**src/rtl/ets_pkg.sv**
```systemverilog
package ets_pkg;

  // Per-cycle decision handed from the phase tracker to the output stage.
  typedef struct packed {
    logic take;   // sample point reached this cycle
    logic level;  // synchronised line level to capture
    logic slip;   // edge whose direction cannot be resolved
  } ets_evt_t;

  // Half-width of the correction window in samples.
  function automatic int win_of(input int osr);
    return (osr - 1) / 2;
  endfunction

endpackage

```
**src/rtl/ets_sync.sv**
```systemverilog
module ets_sync #(
  parameter int STAGES = 2
) (
  input  logic clk,
  input  logic rst_n,
  input  logic din,
  output logic dout
);

  logic [STAGES-1:0] chain_q;

  always_ff @(posedge clk or negedge rst_n) begin
    if (!rst_n) chain_q <= '0;
    else        chain_q <= {chain_q[STAGES-2:0], din};
  end

  assign dout = chain_q[STAGES-1];

endmodule

```
**src/rtl/ets_phase.sv**
```systemverilog
module ets_phase
  import ets_pkg::*;
#(
  parameter  int OSR = 4,
  localparam int PW  = $clog2(OSR)
) (
  input  logic          clk,
  input  logic          rst_n,
  input  logic          line_s,
  output ets_evt_t      evt,
  output logic          edge_o,
  output logic [PW-1:0] phase_o
);

  localparam logic [PW-1:0] LAST  = PW'(OSR - 1);
  localparam logic [PW-1:0] HALFP = PW'(OSR / 2);
  localparam logic [PW-1:0] ONE   = PW'(1);

  logic          prev_q;
  logic [PW-1:0] ph_q, ph_d;
  logic          edge_w;
  logic          slip_w;

  assign edge_w = line_s ^ prev_q;

  // Phase 0 is the edge cycle itself, so the count restarts at 1.
  always_comb begin
    if (edge_w)            ph_d = ONE;
    else if (ph_q == LAST) ph_d = '0;
    else                   ph_d = ph_q + ONE;
  end

  always_ff @(posedge clk or negedge rst_n) begin
    if (!rst_n) begin
      prev_q <= 1'b0;
      ph_q   <= '0;
    end else begin
      prev_q <= line_s;
      ph_q   <= ph_d;
    end
  end

  // Only an even ratio has a sample offset that is equally early and late.
  generate
    if (OSR % 2 == 0) begin : g_even
      assign slip_w = edge_w && (ph_q == HALFP);
    end else begin : g_odd
      assign slip_w = 1'b0;
    end
  endgenerate

  assign evt     = '{take: !edge_w && (ph_q == HALFP), level: line_s, slip: slip_w};
  assign edge_o  = edge_w;
  assign phase_o = ph_q;

  // every edge restarts the bit phase
  assert_realign_R2: assert property (@(posedge clk) disable iff (!rst_n)
    edge_w |=> (ph_q == ONE));

  // with no edge the counter wraps and keeps running
  assert_freewheel_R3: assert property (@(posedge clk) disable iff (!rst_n)
    (!edge_w && ph_q == LAST) |=> (ph_q == '0));

endmodule

```
**src/rtl/ets_out.sv**
```systemverilog
module ets_out
  import ets_pkg::*;
(
  input  logic     clk,
  input  logic     rst_n,
  input  ets_evt_t evt,
  output logic     bit_out,
  output logic     bit_valid,
  output logic     phase_err
);

  always_ff @(posedge clk or negedge rst_n) begin
    if (!rst_n) begin
      bit_out   <= 1'b0;
      bit_valid <= 1'b0;
      phase_err <= 1'b0;
    end else begin
      bit_valid <= evt.take;
      phase_err <= evt.slip;
      if (evt.take) bit_out <= evt.level;
    end
  end

  // strobe lasts a single clock
  assert_pulse_R4: assert property (@(posedge clk) disable iff (!rst_n)
    bit_valid |=> !bit_valid);

  // recovered bit is stable between strobes
  assert_hold_R4: assert property (@(posedge clk) disable iff (!rst_n)
    !bit_valid |-> (bit_out == $past(bit_out)));

endmodule

```
**src/rtl/edge_track_sampler.sv**
```systemverilog
module edge_track_sampler
  import ets_pkg::*;
#(
  parameter int OSR         = 4,
  parameter int SYNC_STAGES = 2
) (
  input  logic clk,
  input  logic rst_n,
  input  logic line_in,
  output logic bit_out,
  output logic bit_valid,
  output logic phase_err
);

  localparam int HALF = OSR / 2;
  localparam int WIN  = win_of(OSR);
  localparam int PW   = $clog2(OSR);
  localparam bit EVEN = (OSR % 2 == 0);

  generate
    if (OSR < 3 || SYNC_STAGES < 2) begin : g_bad_cfg
      $error("edge_track_sampler: OSR must be >= 3 and SYNC_STAGES >= 2");
    end
  endgenerate

  logic          line_s;
  ets_evt_t      evt;
  logic          edge_w;
  logic [PW-1:0] ph_w;

  ets_sync #(.STAGES(SYNC_STAGES)) u_sync (
    .clk  (clk),
    .rst_n(rst_n),
    .din  (line_in),
    .dout (line_s)
  );

  ets_phase #(.OSR(OSR)) u_phase (
    .clk    (clk),
    .rst_n  (rst_n),
    .line_s (line_s),
    .evt    (evt),
    .edge_o (edge_w),
    .phase_o(ph_w)
  );

  ets_out u_out (
    .clk      (clk),
    .rst_n    (rst_n),
    .evt      (evt),
    .bit_out  (bit_out),
    .bit_valid(bit_valid),
    .phase_err(phase_err)
  );

  // mid-bit sample point yields a strobe carrying the synchronised level
  assert_mid_take_R5: assert property (@(posedge clk) disable iff (!rst_n)
    (!edge_w && ph_w == PW'(HALF)) |=> (bit_valid && bit_out == $past(line_s)));

  // ambiguous edge flags and drops that sample
  assert_slip_flag_R7: assert property (@(posedge clk) disable iff (!rst_n)
    (EVEN && edge_w && ph_w == PW'(HALF)) |=> (phase_err && !bit_valid));

  // edges inside the correction window are absorbed silently
  assert_window_quiet_R6: assert property (@(posedge clk) disable iff (!rst_n)
    (edge_w && (int'(ph_w) <= WIN || int'(ph_w) >= OSR - WIN)) |=> !phase_err);

endmodule

```
**config.mk**
```make
export PLATFORM = sky130hd
export DESIGN_NAME = edge_track_sampler
export DESIGN_NICKNAME = d
export VERILOG_FILES = /design/src/rtl/ets_pkg.sv /design/src/rtl/ets_sync.sv /design/src/rtl/ets_phase.sv /design/src/rtl/ets_out.sv /design/src/rtl/edge_track_sampler.sv
export SDC_FILE = /design/constraint.sdc
export NUM_CORES = 1
export LEC_CHECK = 0
export ABC_AREA = 1
export BUFFER_PORTS_ARGS = -buffer_cell sky130_fd_sc_hd__buf_2
export CAP_MARGIN = 20
export CORE_AREA = 2 2 39 41
export DETAILED_ROUTE_END_ITERATION = 10
export DIE_AREA = 0 0 41 43
export PLACE_DENSITY_LB_ADDON = 0.12
export SETUP_SLACK_MARGIN = 0.2
export SYNTH_ARGS = -nofsm -noshare
export SYNTH_HDL_FRONTEND = slang
export SYNTH_HIERARCHICAL = 1
export SYNTH_SLANG_ARGS = --single-unit
```
**constraint.sdc**
```tcl
create_clock -name clk -period 1 [get_ports clk]
set_input_delay 0.15 -clock clk [delete_from_list [all_inputs] [get_ports clk]]
set_output_delay 0.15 -clock clk [all_outputs]
set_load 0.01 [all_outputs]
```
# ---- Word-level counts from Yosys, hierarchy flattened
# Cells that the tools add are included.
dict set report op_classes {
  addsub 1
  eq_ne 2
  n_mux 2
  bitwise 1
  reduce_logical 3
}
# cell count
set ops {}
lappend ops {{2-bit == test, second input constant} 2}
lappend ops {{2-bit two-way mux} 2}
lappend ops {{2-bit by 1-bit adder with 2-bit output, second input constant} 1}
lappend ops {{1-bit logical AND} 2}
lappend ops {{1-bit logical NOT} 1}
lappend ops {{1-bit XOR} 1}
dict set report word_totals {
  reg_bits 8
  input_bits 3
  out_inout_bits 3
  elab_cells 15
}

# ---- Depth between registers and ports, before layout
# Gate-level depths: netlist of run 1.
dict set report logic_depth {
  word_depth 3
  depth_mapped 7
  mapped_depth_nobuf 7
}

# ---- Modules after synthesis
# Netlist of run 1, hierarchy kept.
# module n_inst cells_per_inst area_per_inst_um2 seq_area_each_um2
set by_module_without_submodules {}
lappend by_module_without_submodules {ets_phase 1 22 176.4 75.1}
lappend by_module_without_submodules {ets_out 1 7 90.1 75.1}
lappend by_module_without_submodules {ets_sync 1 2 50.0 50.0}

# ---- Least setup slack after synthesis of run 1
# Ideal clock, no wire load.
dict set report synth_path {
  kind {reg2reg}
  startpoint {register u_phase.ph_q[0], in the netlist u_phase/phase_o[0]}
  endpoint {register u_out.bit_out}
  setup_ps 117
  arrival_ps 862
  required_time_ps 883
  path_slack_ps 21
  stages_incl_launch_ff 8
  path_buffers 0
  period_less_slack_ps 979
  path_cell_list {dfrtp_1 > inv_1 > ha_1 > inv_1 > nor2_1 > inv_1 > nand2_1 > nand2_1}
}
# item line_no
set synth_lines {}
lappend synth_lines {{start: declaration} ets_phase.sv:20} ;# logic [PW-1:0] ph_q, ph_d;
lappend synth_lines {{start signal: assignment} ets_phase.sv:39} ;# ph_q <= ph_d;
lappend synth_lines {{end signal: assignment} ets_out.sv:20} ;# if (evt.take) bit_out <= evt.level;
lappend synth_lines {{end: declaration} ets_out.sv:7} ;# output logic bit_out,

==> run_results.csv, run 1 <==
group,metric,value,unit
logic_synthesis,synth_nets,36,
worst_setup_path,rr_worst_depth,7,
placement,gp_congestion,0.671,
grt,grt_pass1_wl,821,microns
grt,grt_max_degree,9,
clocking,cts_made_buffers,3,
final_layout,drive_gt1_share,48.8,%
clocking,cts-root-buf,"clkbuf_4",
clocking,cts_max_level,1,
final_layout,fill_cells,140,
grt,track_usage,8.22,%
floorplanning,ios,6,
logic_synthesis,synth_area_leaders,"dfrtp_1 63%, nand2_1 11%, ha_1 7.9%",
detailed_routing,drc,0,
clocking,clkTransAtPathRegs,0.05,ns
detailed_routing,first_iter_violations,2,
placement,portBuffers,5,
logic_synthesis,syn-cell-area,317,sq um
sta,skew,0.00110,ns
grt,grt-ovfl-total,0,
final_layout,fin_nets,48,
worst_setup_path,max_stage_delay,0.40,ns
detailed_routing,drt_wl_total,533,microns
grt,antenna_found_initial,0,
sta,rsz0062_at_grt,"true",
floorplanning,fp.dieW,41,microns
logic_synthesis,synth-edff-count,0,
worst_setup_path,r2r_setup_slack,0.04,ns
logic_synthesis,yosysTopAreaCell,"dfrtp_1",
sta,final-hold-violation-count,0,
logic_synthesis,synth_common_cells,"9 x nand2_1, 8 x dfrtp_1, 5 x inv_1, 3 x nor2_1",
worst_setup_path,cp_max_fo,3,
worst_setup_path,crit_buf_inv,3,
placement,dp_cells,51,
clocking,cts_tree,"yes",
worst_setup_path,worstPathRequired,1.15,ns
power,max-vdd-ir-drop,0.690,mV
floorplanning,design.die.area,1760,sq um
power,power_density,1860,nW/um^2
logic_synthesis,yosys_warnings,6,
logic_synthesis,synth_most_common_cell,"nand2_1",
clocking,clk_path_buf_depth,2,
logic_synthesis,netlist_instances,31,
logic_synthesis,yosysSeqAreaShare,63.2,%
worst_setup_path,crit_path_top_delay_cell,"dfrtp_1",
logic_synthesis,synthArstFlopShare,100,%
sta,tightest_slew,0.179,ns
logic_synthesis,synth.avg_cell_area,10.2,sq um
detailed_routing,wl_per_cell,9.35,microns
logic_synthesis,synthFlopType,"dfrtp_1",
min_path,hp-class,"input port to asynchronous set/reset pin",
sta,finalSetupViolCount,0,
worst_setup_path,crit_path_cell_trace,"inv_2 -> ha_4 -> inv_4 -> nor2_4 -> inv_1 -> nand2_1 -> nand2_1",
clocking,clock_sinks,8,
grt,grt_pass1_vias,217,
worst_setup_path,crit_family,"flip-flops",
floorplanning,initial_core_util,22.9,%
final_layout,area_delta_synth_final,42.7,%
worst_setup_path,crit_arrival,1.11,ns
detailed_routing,first_pass_iters,3,
final_layout,diodes,0,
worst_setup_path,timing.rr.end,"u_out/bit_out$_DFFE_PN0P_",
placement,postPlaceCellArea,357,sq um
logic_synthesis,synth_top_area_share,63.2,%
job,max_cap_violations,0,
sta,report.final.slew_viol_count,0,
power,power.leakage,0.225,nW
logic_synthesis,post_synth_num_cell_types,8,
worst_setup_path,r2r_start,"u_phase/phase_o[0]$_DFF_PN0_",
final_layout,final_area,452,sq um
final_layout,final_cells,57,
clocking,clk_latency,0.25,ns
floorplanning,core,1380,sq um
worst_setup_path,path_common_cell,"nand2_1",
worst_setup_path,end_kind,"flip-flop",
sta,finalSetupTns,0,ns
logic_synthesis,ys_seq_elements,8,
worst_setup_path,critPathKind,"flip-flop to flip-flop",
detailed_routing,ant_nets,0,
run_status,status,"completed",
detailed_routing,via_count,218,
detailed_routing,via_per_inst,3.82,
sta,fin_crit_sh,96.1,%
sta,period_needed,0.961,ns
sta,fmax,1040,MHz
floorplanning,rows,14,
floorplanning,die-height,43,microns
sta,relSlewSlack,88.1,%
worst_setup_path,startpoint_type,"flip-flop",
[power breakdown]
part | internal [W] | total [W] | switching [W]
combinational | 0.0000962 | 0.000187 | 0.0000912
sequential | 0.000373 | 0.000408 | 0.0000349
clock | 0.000137 | 0.000247 | 0.000110
total | 0.000607 | 0.000842 | 0.000236
[sequential cells by signal, summed over array words and instances (netlist names)]
name / cells
u_out/bit_valid: 1
u_phase/phase_o: 2
u_out/bit_out: 1
u_sync/chain_q: 2
u_phase/prev_q: 1
u_out/phase_err: 1
[per-layer routing]
layer  part of all wire (%)  wire length (microns)  up-vias  track usage [%]
met2                     49                    263        9             10.3
met5                      0                      0        -                0
met4                    5.1                     27        0             8.00
met1                     38                    201       97             6.98
met3                    7.5                     40        4             7.85
li1                       -                      -      108                -
[worst max path at each step]
stage               cells past startpoint  slack, ns                          from                   endpoint
floorplan                               7       0.07  u_phase/phase_o[0]$_DFF_PN0_  u_out/bit_out$_DFFE_PN0P_
global placement                        7      0.002  u_phase/phase_o[0]$_DFF_PN0_  u_out/bit_out$_DFFE_PN0P_
CTS                                     7     -0.002  u_phase/phase_o[0]$_DFF_PN0_  u_out/bit_out$_DFFE_PN0P_
detailed placement                      7      0.008  u_phase/phase_o[0]$_DFF_PN0_  u_out/bit_out$_DFFE_PN0P_
global route                            7      -0.02  u_phase/phase_o[0]$_DFF_PN0_  u_out/bit_out$_DFFE_PN0P_
finish                                  7       0.04  u_phase/phase_o[0]$_DFF_PN0_  u_out/bit_out$_DFFE_PN0P_
[metrics by stage]
| step | total power (W) | hold WS, ns | util, % | setup WS, ns |
|---|---|---|---|---|
| after floorplan | 0.000479 | -0.146 | - | 0.0679 |
| after global placement | 0.000524 | -0.00223 | 25.8 | 0.00249 |
| after detailed placement | 0.000526 | -0.000187 | 25.8 | 0.00762 |
| after CTS | 0.000792 | 0.273 | 29.5 | -0.00155 |
| after global routing | 0.000909 | 0.280 | 32.6 | -0.0166 |
| final | 0.000842 | 0.264 | 32.6 | 0.0388 |
[cells by family after synthesis]
group / Yosys count / synth area share (%)
buffers and inverters: 7 / 10.7
and+or+nand+nor: 14 / 18.2
DFF: 8 / 63.2
adders and majority gates: 2 / 7.90
[cell type report]
class	count	area, sq um	area share, %
Clock buffer	3	22.5	4.99
Inverter	5	21.3	4.71
Multi-Input combinational cell	16	118	26.0
Sequential cell	8	200	44.3
Tap cell	16	20.0	4.43
Timing Repair Buffer	9	70.1	15.5
[cells in the final DEF, fill, tap and decap left out]
master and count:
inv_1 2, ha_2 1, buf_4 1, clkbuf_4 3, nand2_2 3, inv_2 2
nor2_4 2, inv_4 1, nand2_1 7, buf_6 2, ha_4 1, dfrtp_1 8
buf_2 4, or2_0 1, nor2_1 1, dlygate4sd3_1 2
[timing repair]
action	CTS	global route
resized for setup	3	11
endpoints found under the setup margin	8	8
hold endpoints to repair	9	0
hold buffers	2	0
pin swaps	3	5
setup buffers	0	1
Power figures use the tool's default switching activity.
==> run 2, diff against run 1 <==
Settings changed: BUFFER_PORTS_ARGS -buffer_cell sky130_fd_sc_hd__buf_2 to unset, DONT_BUFFER_PORTS set to 1.
==> run 2 against run 1 <==
Critical path depth down 3; power shrank 4.5%; combinational power is 24% lower; clock power shrank 4%; worst setup slack lost 0.029 ns; final cell count decreased by 3.5%; register-to-register slack worse by 0.03 ns; clock skew increased by 0.0042 ns; flip-flop and latch count unchanged; hold slack lost 0.017 ns; largest power group unchanged.
==> run_results.csv, run 2 (synthesis gave the netlist of run 1 again) <==
group,metric,value,unit
run_status,status,"completed",
grt,antenna_found_initial,0,
grt,track_usage,6.90,%
worst_setup_path,worstPathRequired,1.19,ns
detailed_routing,via_per_inst,3.98,
placement,dp_cells,47,
final_layout,final_area,452,sq um
clocking,clk_path_buf_depth,2,
final_layout,drive_gt1_share,41.0,%
detailed_routing,wl_per_cell,9.76,microns
floorplanning,core,1380,sq um
floorplanning,fp.dieW,41,microns
clocking,cts_made_buffers,3,
sta,fmax,1010,MHz
power,power.leakage,0.217,nW
floorplanning,initial_core_util,22.9,%
detailed_routing,drt_wl_total,537,microns
clocking,cts_max_level,1,
placement,gp_congestion,0.644,
final_layout,diodes,0,
worst_setup_path,critPathKind,"flip-flop to flip-flop",
power,max-vdd-ir-drop,0.900,mV
sta,rsz0062_at_grt,"true",
grt,grt_pass1_vias,217,
clocking,clock_sinks,8,
final_layout,fin_nets,46,
clocking,clk_latency,0.25,ns
floorplanning,ios,6,
detailed_routing,first_iter_violations,7,
floorplanning,die-height,43,microns
final_layout,layout_common_cells,"8 x nand2_1, 8 x dfrtp_1, 3 x clkbuf_4, 3 x buf_4, 3 x inv_1",
sta,skew,0.00533,ns
sta,tightest_slew,0.363,ns
job,max_cap_violations,0,
detailed_routing,first_pass_iters,3,
placement,portBuffers,0,
placement,postPlaceCellArea,339,sq um
worst_setup_path,rr_worst_depth,4,
worst_setup_path,timing.rr.end,"u_phase/phase_o[0]$_DFF_PN0_",
detailed_routing,drc,0,
sta,finalSetupViolCount,0,
worst_setup_path,crit_arrival,1.18,ns
sta,report.final.slew_viol_count,0,
grt,grt_pass1_wl,800,microns
grt,grt_max_degree,9,
sta,fin_crit_sh,99.0,%
worst_setup_path,startpoint_type,"flip-flop",
sta,final-hold-violation-count,0,
worst_setup_path,cp_max_fo,2,
sta,finalSetupTns,0,ns
final_layout,final_cells,55,
detailed_routing,ant_nets,0,
final_layout,area_delta_synth_final,42.7,%
sta,relSlewSlack,75.7,%
clocking,cts_tree,"yes",
sta,setup_slack,0.00999,ns
sta,period_needed,0.990,ns
clocking,cts-root-buf,"clkbuf_4",
power,finalPower,0.000804,W
clocking,clkTransAtPathRegs,0.05,ns
power,power_density,1780,nW/um^2
worst_setup_path,r2r_start,"u_phase/phase_o[0]$_DFF_PN0_",
worst_setup_path,r2r_setup_slack,0.01,ns
floorplanning,rows,14,
worst_setup_path,end_kind,"flip-flop",
final_layout,fill_cells,149,
floorplanning,design.die.area,1760,sq um
placement,detailed_place_hpwl,343,microns
detailed_routing,via_count,219,
grt,grt-ovfl-total,0,
min_path,hp-class,"input port to asynchronous set/reset pin",
placement,pre_cts_ws,-0.00179,ns
## run 2: cell count changes in the layout (fill, tap and decap cells not counted)
| cell | delta |
|---|---|
| ha_4 | +1 |
| inv_1 | +1 |
| inv_4 | -1 |
| buf_4 | +2 |
| nand2_1 | +1 |
| buf_2 | -4 |
| ha_2 | -1 |
| nand2_2 | -1 |
## run 2: how the worst max path moves through the flow
stage,from,to,slack (ns)
6_report,u_phase/phase_o[0]$_DFF_PN0_,u_phase/phase_o[0]$_DFF_PN0_,0.01
5_1_grt,u_phase/phase_o[0]$_DFF_PN0_,u_phase/phase_o[0]$_DFF_PN0_,-0.05
4_1_cts,u_phase/phase_o[0]$_DFF_PN0_,u_phase/phase_o[0]$_DFF_PN0_,0.002
3_5_place_dp,u_phase/phase_o[0]$_DFF_PN0_,u_out/bit_out$_DFFE_PN0P_,-0.002
3_3_place_gp,u_phase/phase_o[0]$_DFF_PN0_,u_out/bit_out$_DFFE_PN0P_,0.005
2_1_floorplan,u_phase/phase_o[0]$_DFF_PN0_,u_out/bit_out$_DFFE_PN0P_,0.07
## run 2: metal layers
metal / routed length (microns) / GRT usage (%) / vias to the layer above
met3: 36 / 6.28 / 0
met5: 0 / 0 / -
met4: 0 / 0 / 0
li1: - / - / 104
met2: 277 / 10.3 / 5
met1: 223 / 7.64 / 110
## run 2: critical path, cell delays in order (launching register included)
cell     delay, ns
dfrtp_1       0.40
buf_6         0.13
ha_4          0.14
or2_0         0.21
nand2_1       0.06
## run 2: stage by stage
stage	util, %	hold WS [ns]
3_5_place_dp	24.5	-0.145
4_1_cts	28.9	0.258
2_1_floorplan	-	-0.146
5_1_grt	32.6	0.273
3_3_place_gp	24.5	-0.145
6_report	32.6	0.246
## run 2: area by class of cell
cell class                      instances  area, sq um  share of cell area [%]
Sequential cell                         8          200                    44.3
Tap cell                               16         20.0                    4.43
Multi-Input combinational cell         16          125                    27.7
Inverter                                5         18.8                    4.16
Clock buffer                            3         22.5                    4.99
Timing Repair Buffer                    7         65.1                    14.4
## run 2: what timing repair did
| action | CTS | global route |
|---|---|---|
| gates resized for setup | 4 | 8 |
| setup buffers | 1 | 2 |
| pin swaps | 2 | 4 |
| endpoints found under the setup margin | 7 | 8 |
| hold buffers | 2 | 0 |
| endpoints found under the hold margin | 9 | 0 |
## run 2: power by group
part | total [W] | switching, W | internal (W)
Combinational | 0.000143 | 0.0000690 | 0.0000735
Clock | 0.000237 | 0.000100 | 0.000137
Sequential | 0.000425 | 0.0000512 | 0.000373
Total | 0.000804 | 0.000220 | 0.000584
